--- config.mk ---
export PLATFORM = sky130hd
export DESIGN_NAME = blk_erase_queue
export DESIGN_NICKNAME = d
export VERILOG_FILES = /design/src/rtl/beq_pkg.sv /design/src/rtl/beq_count.sv /design/src/rtl/beq_lowest.sv /design/src/rtl/blk_erase_queue.sv
export SDC_FILE = /design/constraint.sdc
export NUM_CORES = 1
export LEC_CHECK = 0
export BUFFER_PORTS_ARGS = -buffer_cell sky130_fd_sc_hd__buf_2
export CORE_UTILIZATION = 25
export DETAILED_ROUTE_END_ITERATION = 8
export PLACE_DENSITY = 0.55
export SYNTH_ARGS = -nofsm -noshare
export SYNTH_HDL_FRONTEND = slang
export SYNTH_SLANG_ARGS = --single-unit
--- constraint.sdc ---
create_clock -name clk -period 6.6 [get_ports clk]
set_clock_uncertainty 0.2 [all_clocks]
set_input_delay 0.33 -clock clk [delete_from_list [all_inputs] [get_ports clk]]
set_output_delay 0.33 -clock clk [all_outputs]
set_load 0.005 [all_outputs]
--- src/rtl/beq_pkg.sv ---
package beq_pkg;
   typedef enum logic [2:0] {
      Q_IDLE, Q_WIN, Q_PREP, Q_ERASE, Q_SUSP, Q_FAIL
   } beq_state_e;

   localparam logic [7:0] CODE_CONF = 8'h30;
   localparam logic [7:0] CODE_SUSP = 8'hB0;
   localparam logic [7:0] CODE_RST  = 8'hF0;
endpackage

--- src/rtl/beq_count.sv ---
module beq_count #(
   parameter int W = 8
) (
   input  logic         clk,
   input  logic         rst_n,
   input  logic         load,
   input  logic [W-1:0] val,
   input  logic         dec,
   output logic [W-1:0] cnt,
   output logic         last
);
   generate
      if (W < 1) begin : g_bad_w
         $error("beq_count: W must be at least 1");
      end
   endgenerate

   always_ff @(posedge clk or negedge rst_n) begin
      if (!rst_n)    cnt <= '0;
      else if (load) cnt <= val;
      else if (dec)  cnt <= cnt - W'(1);
   end

   assign last = (cnt == W'(1));

   // with neither load nor decrement the count is frozen
   a_r7_count_frozen: assert property (@(posedge clk) disable iff (!rst_n)
      (!load && !dec) |=> $stable(cnt));
   // counting never goes below one
   a_r3_no_underflow: assert property (@(posedge clk) disable iff (!rst_n)
      dec |-> (cnt > W'(1)));
endmodule

--- src/rtl/beq_lowest.sv ---
module beq_lowest #(
   parameter int N = 128,
   parameter int W = 7
) (
   input  logic [N-1:0] vec,
   output logic [W-1:0] idx,
   output logic         any
);
   generate
      if ((1 << W) < N) begin : g_bad_w
         $error("beq_lowest: W too narrow for N");
      end
   endgenerate

   always_comb begin
      idx = '0;
      any = 1'b0;
      for (int i = N - 1; i >= 0; i--) begin
         if (vec[i]) begin
            idx = W'(i);
            any = 1'b1;
         end
      end
   end
endmodule

--- src/rtl/blk_erase_queue.sv ---
module blk_erase_queue
   import beq_pkg::*;
#(
   parameter int ADDR_W  = 19,
   parameter int BLK_LSB = 12,
   parameter int TMO_CYC = 64,
   parameter int PRG_CYC = 16,
   parameter int ERS_CYC = 32,
   localparam int BLK_W  = ADDR_W - BLK_LSB,
   localparam int NBLK   = 1 << BLK_W
) (
   input  logic              clk,
   input  logic              rst_n,
   input  logic              wr_en,
   input  logic [ADDR_W-1:0] wr_addr,
   input  logic [7:0]        wr_data,
   input  logic              unlock_ok,
   input  logic [NBLK-1:0]   fail_inj,
   output logic              timer_run,
   output logic              busy,
   output logic              phase_erase,
   output logic              suspended,
   output logic              fail_hold,
   output logic [BLK_W-1:0]  cur_blk,
   output logic [NBLK-1:0]   sel_map,
   output logic [NBLK-1:0]   fail_map
);
   localparam int TW   = $clog2(TMO_CYC + 1);
   localparam int PMAX = (PRG_CYC > ERS_CYC) ? PRG_CYC : ERS_CYC;
   localparam int PW   = $clog2(PMAX + 1);

   generate
      if (BLK_LSB < 0 || BLK_W < 1 || BLK_W > 10) begin : g_bad_addr
         $error("blk_erase_queue: block field must be 1..10 bits");
      end
      if (TMO_CYC < 1 || PRG_CYC < 1 || ERS_CYC < 1) begin : g_bad_len
         $error("blk_erase_queue: window and phase lengths must be >= 1");
      end
   endgenerate

   beq_state_e       st;
   logic             res_erase;
   logic [BLK_W-1:0] blk_num;
   logic [NBLK-1:0]  blk_oh, cur_oh, scan_vec, done_fail;
   logic             cf, sp, rs;
   logic             tmo_load, tmo_dec, tmo_last;
   logic [TW-1:0]    tmo_cnt;
   logic             ph_act, ph_load, ph_dec, ph_last;
   logic [PW-1:0]    ph_cnt, ph_val;
   logic [BLK_W-1:0] scan_idx;
   logic             scan_any;

   assign blk_num = wr_addr[ADDR_W-1:BLK_LSB];
   assign blk_oh  = NBLK'(1) << blk_num;
   assign cur_oh  = NBLK'(1) << cur_blk;
   assign cf = wr_en && (wr_data == CODE_CONF);
   assign sp = wr_en && (wr_data == CODE_SUSP);
   assign rs = wr_en && (wr_data == CODE_RST);

   // acceptance window
   assign tmo_load = (st == Q_IDLE && cf && unlock_ok) || (st == Q_WIN && cf);
   assign tmo_dec  = (st == Q_WIN) && !rs && !cf && !tmo_last;

   beq_count #(.W(TW)) u_tmo (
      .clk(clk), .rst_n(rst_n), .load(tmo_load), .val(TW'(TMO_CYC)),
      .dec(tmo_dec), .cnt(tmo_cnt), .last(tmo_last)
   );

   // phase timer
   assign ph_act  = (st == Q_PREP || st == Q_ERASE) && !rs && !sp;
   assign ph_load = (st == Q_WIN && !rs && !cf && tmo_last) || (ph_act && ph_last);
   assign ph_dec  = ph_act && !ph_last;
   assign ph_val  = (st == Q_PREP) ? PW'(ERS_CYC) : PW'(PRG_CYC);

   beq_count #(.W(PW)) u_phase (
      .clk(clk), .rst_n(rst_n), .load(ph_load), .val(ph_val),
      .dec(ph_dec), .cnt(ph_cnt), .last(ph_last)
   );

   // next block to process
   assign scan_vec = (st == Q_WIN) ? sel_map : (sel_map & ~cur_oh);

   beq_lowest #(.N(NBLK), .W(BLK_W)) u_scan (
      .vec(scan_vec), .idx(scan_idx), .any(scan_any)
   );

   assign done_fail = fail_map | (cur_oh & fail_inj);

   always_ff @(posedge clk or negedge rst_n) begin
      if (!rst_n) begin
         st        <= Q_IDLE;
         sel_map   <= '0;
         fail_map  <= '0;
         cur_blk   <= '0;
         res_erase <= 1'b0;
      end else begin
         unique case (st)
            Q_IDLE: if (cf && unlock_ok) begin
               st       <= Q_WIN;
               sel_map  <= blk_oh;
               fail_map <= '0;
            end
            Q_WIN: begin
               if (rs) begin
                  st      <= Q_IDLE;
                  sel_map <= '0;
               end else if (cf) begin
                  sel_map <= sel_map | blk_oh;
               end else if (tmo_last) begin
                  st      <= Q_PREP;
                  cur_blk <= scan_idx;
               end
            end
            Q_PREP: begin
               if (rs) begin
                  st      <= Q_IDLE;
                  sel_map <= '0;
               end else if (sp) begin
                  st        <= Q_SUSP;
                  res_erase <= 1'b0;
               end else if (ph_last) begin
                  st <= Q_ERASE;
               end
            end
            Q_ERASE: begin
               if (rs) begin
                  st      <= Q_IDLE;
                  sel_map <= '0;
               end else if (sp) begin
                  st        <= Q_SUSP;
                  res_erase <= 1'b1;
               end else if (ph_last) begin
                  fail_map <= done_fail;
                  sel_map  <= sel_map & ~cur_oh;
                  if (scan_any) begin
                     cur_blk <= scan_idx;
                     st      <= Q_PREP;
                  end else begin
                     st <= (done_fail != '0) ? Q_FAIL : Q_IDLE;
                  end
               end
            end
            Q_SUSP: begin
               if (rs) begin
                  st      <= Q_IDLE;
                  sel_map <= '0;
               end else if (cf) begin
                  st <= res_erase ? Q_ERASE : Q_PREP;
               end
            end
            Q_FAIL: if (rs) begin
               st       <= Q_IDLE;
               fail_map <= '0;
            end
            default: st <= Q_IDLE;
         endcase
      end
   end

   assign timer_run   = (st == Q_WIN);
   assign busy        = (st == Q_PREP) || (st == Q_ERASE) || (st == Q_SUSP);
   assign phase_erase = (st == Q_ERASE) || (st == Q_SUSP && res_erase);
   assign suspended   = (st == Q_SUSP);
   assign fail_hold   = (st == Q_FAIL);

   // the block being processed is always still selected
   a_r4_cur_selected: assert property (@(posedge clk) disable iff (!rst_n)
      busy |-> sel_map[cur_blk]);
   // the selection never grows once execution has begun
   a_r6_no_growth: assert property (@(posedge clk) disable iff (!rst_n)
      (busy && $past(busy)) |-> ((sel_map & ~$past(sel_map)) == '0));
   // a failure bit can only appear as an erase phase ends
   a_r9_fail_at_end: assert property (@(posedge clk) disable iff (!rst_n)
      ((fail_map & ~$past(fail_map)) != '0) |-> $past(st == Q_ERASE && ph_last));
   // a held failure always carries a nonzero map and is idle
   a_r10_hold_has_fail: assert property (@(posedge clk) disable iff (!rst_n)
      fail_hold |-> (fail_map != '0 && !busy));
endmodule

==> impl_results.md <==
- Outcome: completed
- Clock tree sinks: 280
- Rows: 98
- Worst-skew pair later-pin latency: roughly 0.59 ns
- Drt drc: 0
- Final nets: 2755
- Setup crit end: cur_blk[3]
- Post-cts sizing count: 0
- Seq cells post-synth: 280
- Number of max-cap violations: 0
- GRT Max-Usage Layer: met2
- Drt total wl: 103000 um
- Top cells by area, synth: dfrtp_1, o31ai_1, a31oi_1
- Vias in the first global route: 20112
- GR Layer Usage met3: 0.0615
- Setup slack, reg-to-reg: 1.16 ns
- Critical path's largest stage delay: 0.77 ns
- Root Buffer: clkbuf_16
- Crit-path most repeated cell: nand4_1
- Total CTS buffers: 37
- PwrDens: 326 mW/mm^2
- CP Max Fanout: 90
- Syn Inst Count: 2165
- Vias/cell: 6.09
- Port Buffers: 414
- GR Util met2: 0.436
- Die Ht: 271 um
- GRT met1 Usage: 0.339
- WS Path Type: flop to flop
- Most frequent cell after synthesis: dfrtp_1
- Final Setup Violations: 0
- Synthesized Nets: 2328
- Post-CTS setup buffer count: 0
- RSZ-0062 raised after global routing: no
- Pleak: 0.0106 uW
- Seq/Total Area, Yosys: 0.387
- Worst r2r path cells: 10
- VDD IR max: 0.204 mV
- Largest net degree at the start of global routing: approximately 90
- Total gr overflow: 0
- Async S/R FF share, synth: 1.00
- Post-synth cell types: 78
- Layout cell share with drive strength beyond 1: 0.219
- GRT Overall Usage: 0.269
- Post-synth EDFFs: 0
- Reg2reg start: st[2]
- GPL Wtd Cong: between 0.9 and 1
- Fin. Hold Viols: 0
- Tcrit/Tclk final: 0.824
- Die X: 271 um
- Setup TNS: 0 ns
- Syn Area/Cell: 8.35 sq um
- Post-DRT Antenna Nets: 0
- Max_slew headroom: 0.139
- Area share of the largest cell type after synthesis: 0.387
- Startpoint types: flop
- Minimum hold slack: about 0.054 ns
- Ys flop type: dfrtp_1
- Worst hold path class: primary input to flop
- Slew @ Worst Pin: 1.29 ns
- Tmin final: 5.44 ns
- Die ar.: 0.0734 sq mm
- First drt pass iteration count: 5
- # IOs: 427
- CP max stage cell: dfrtp_1
- Post-Syn Area: about 0.018 sq mm
- Core Region: 0.0715 sq mm
- First DRT Iteration DRCs: between 2000 and 3000
- Final slew viol count: 0
- Most frequent cells after synthesis: dfrtp_1, o31ai_1, nor2_1, nand2_1, a31oi_1
- Non-filler cells, final: ~3600
- R2R Path End: cur_blk[3]
- Placed cells: between 3000 and 4000
- Area Growth Syn to Fin: 31.2%
- CTS max path bufs: 3
- Max Clk Rate: 184 MHz
- TritonCTS clock tree: built
- Routed len/inst: 28.8 um
- Final Power: about 7700 uW
- Starting Density: 0.253
- CP arrival: 5.68 ns
- Total of warnings raised by yosys: 0
- Routed vias: 21750
- First-pass GRT wire length: approximately 150000 um
- Clk pin slew, worst setup/hold paths: 0.06 ns
- H-tree depth: 2
- Worst-path cell chain: or3b_1 -> inv_4 -> buf_4 -> o31ai_1 -> nand4_1 -> nor4_1 -> nand4_1 -> o21bai_4 -> nand2_2 -> mux2_4
- CP required: 6.84 ns
- Initial antenna violation count: 5
- CP startpoint: st[2]
- Critical Path End Type: flop
- Hpwl dp: about 76000 um
- Area leader, netlist: dfrtp_1
[kinds of logic (layout without fill, tap and decap cells)]
family,Yosys count,in the layout,synth area share
and+or+nand+nor,742,742,0.202
DFF,280,280,0.387
other,0,3,0
buffers and inverters,233,687,0.0527
AOI/OAI and AO/OA,894,894,0.348
muxes,3,3,0.00208
xor gates and xnor gates,9,9,0.00436
adders and majority gates,4,4,0.00277
[timing repair]
item	CTS	global route
hold endpoints to repair	210	0
hold buffers	130	0
endpoints found under the setup margin	0	0
[metal layers]
metal,vias to the layer above,routed length [um]
met5,-,14
met4,4,4630
met3,217,9870
met2,1299,47900
met1,10846,40600
li1,9384,-
[worst max-delay path, delay by kind of cell, from the launching register on]
kind | cells | cell delay [ns]
flip-flops | 1 | 0.77
AO/OA/AOI/OAI | 2 | 0.94
multiplexers | 1 | 0.31
AND/OR/NAND/NOR | 5 | 2.19
buffers and inverters | 2 | 0.85
[where the power goes]
group          internal (uW)  switching [uW]  total, uW
Combinational           1020            2580       3600
Clock                   1280             873       2150
Sequential              1810             169       1980
Total                   4110            3620       7730
[placed cells by master, fill, tap and decap left out, types with 38 or more instances in the layout]
cell type,instances
nor2_1,233
nand3_1,54
o21ai_0,169
a32o_1,72
nand2_1,208
a22oi_1,49
buf_2,413
nor4_1,47
nand4_1,51
a31oi_1,185
buf_4,59
dlygate4sd3_1,130
o31ai_1,241
dfrtp_1,280
clkbuf_16,38
[stage by stage]
step / worst slack (ns) / instance area, sq um / util
floorplan: 2.82 / 18100 / -
global placement: 1.50 / 21200 / 0.296
detailed placement: 1.41 / 21200 / 0.296
CTS: 1.39 / 23700 / 0.332
global route: 1.02 / 23700 / 0.332
finish: 1.16 / 23700 / 0.332
[area by class of cell]
class	instances	area (sq um)
tap	950	1190
clock buffer	54	1060
antenna	3	7.51
fill	7594	47800
multi-input combinational	1652	10300
timing repair buffer	605	3870
sequential	280	7010
clock inverter	12	191
inverter	16	62.6
[worst min-delay path by stage]
stage | start | endpoint | slack [ns] | depth (start not counted)
2_1_floorplan | rst_n | cur_blk[0] | -0.17 | 0
3_3_place_gp | rst_n | fail_map[34] | 0.19 | 1
3_5_place_dp | rst_n | fail_map[34] | 0.18 | 1
4_1_cts | wr_data[6] | res_erase | 0.03 | 4
5_1_grt | wr_data[0] | res_erase | 0.08 | 4
6_report | unlock_ok | u_tmo.cnt[2] | 0.05 | 4
[state kept, by name (all words and copies together), names as in the netlist]
| signal | count |
|---|---|
| sel_map | 128 |
| res_erase | 1 |
| cur_blk | 7 |
| u_phase.cnt | 6 |
| st | 3 |
| fail_map | 128 |
| u_tmo.cnt | 7 |
Power figures use the tool's default switching activity.
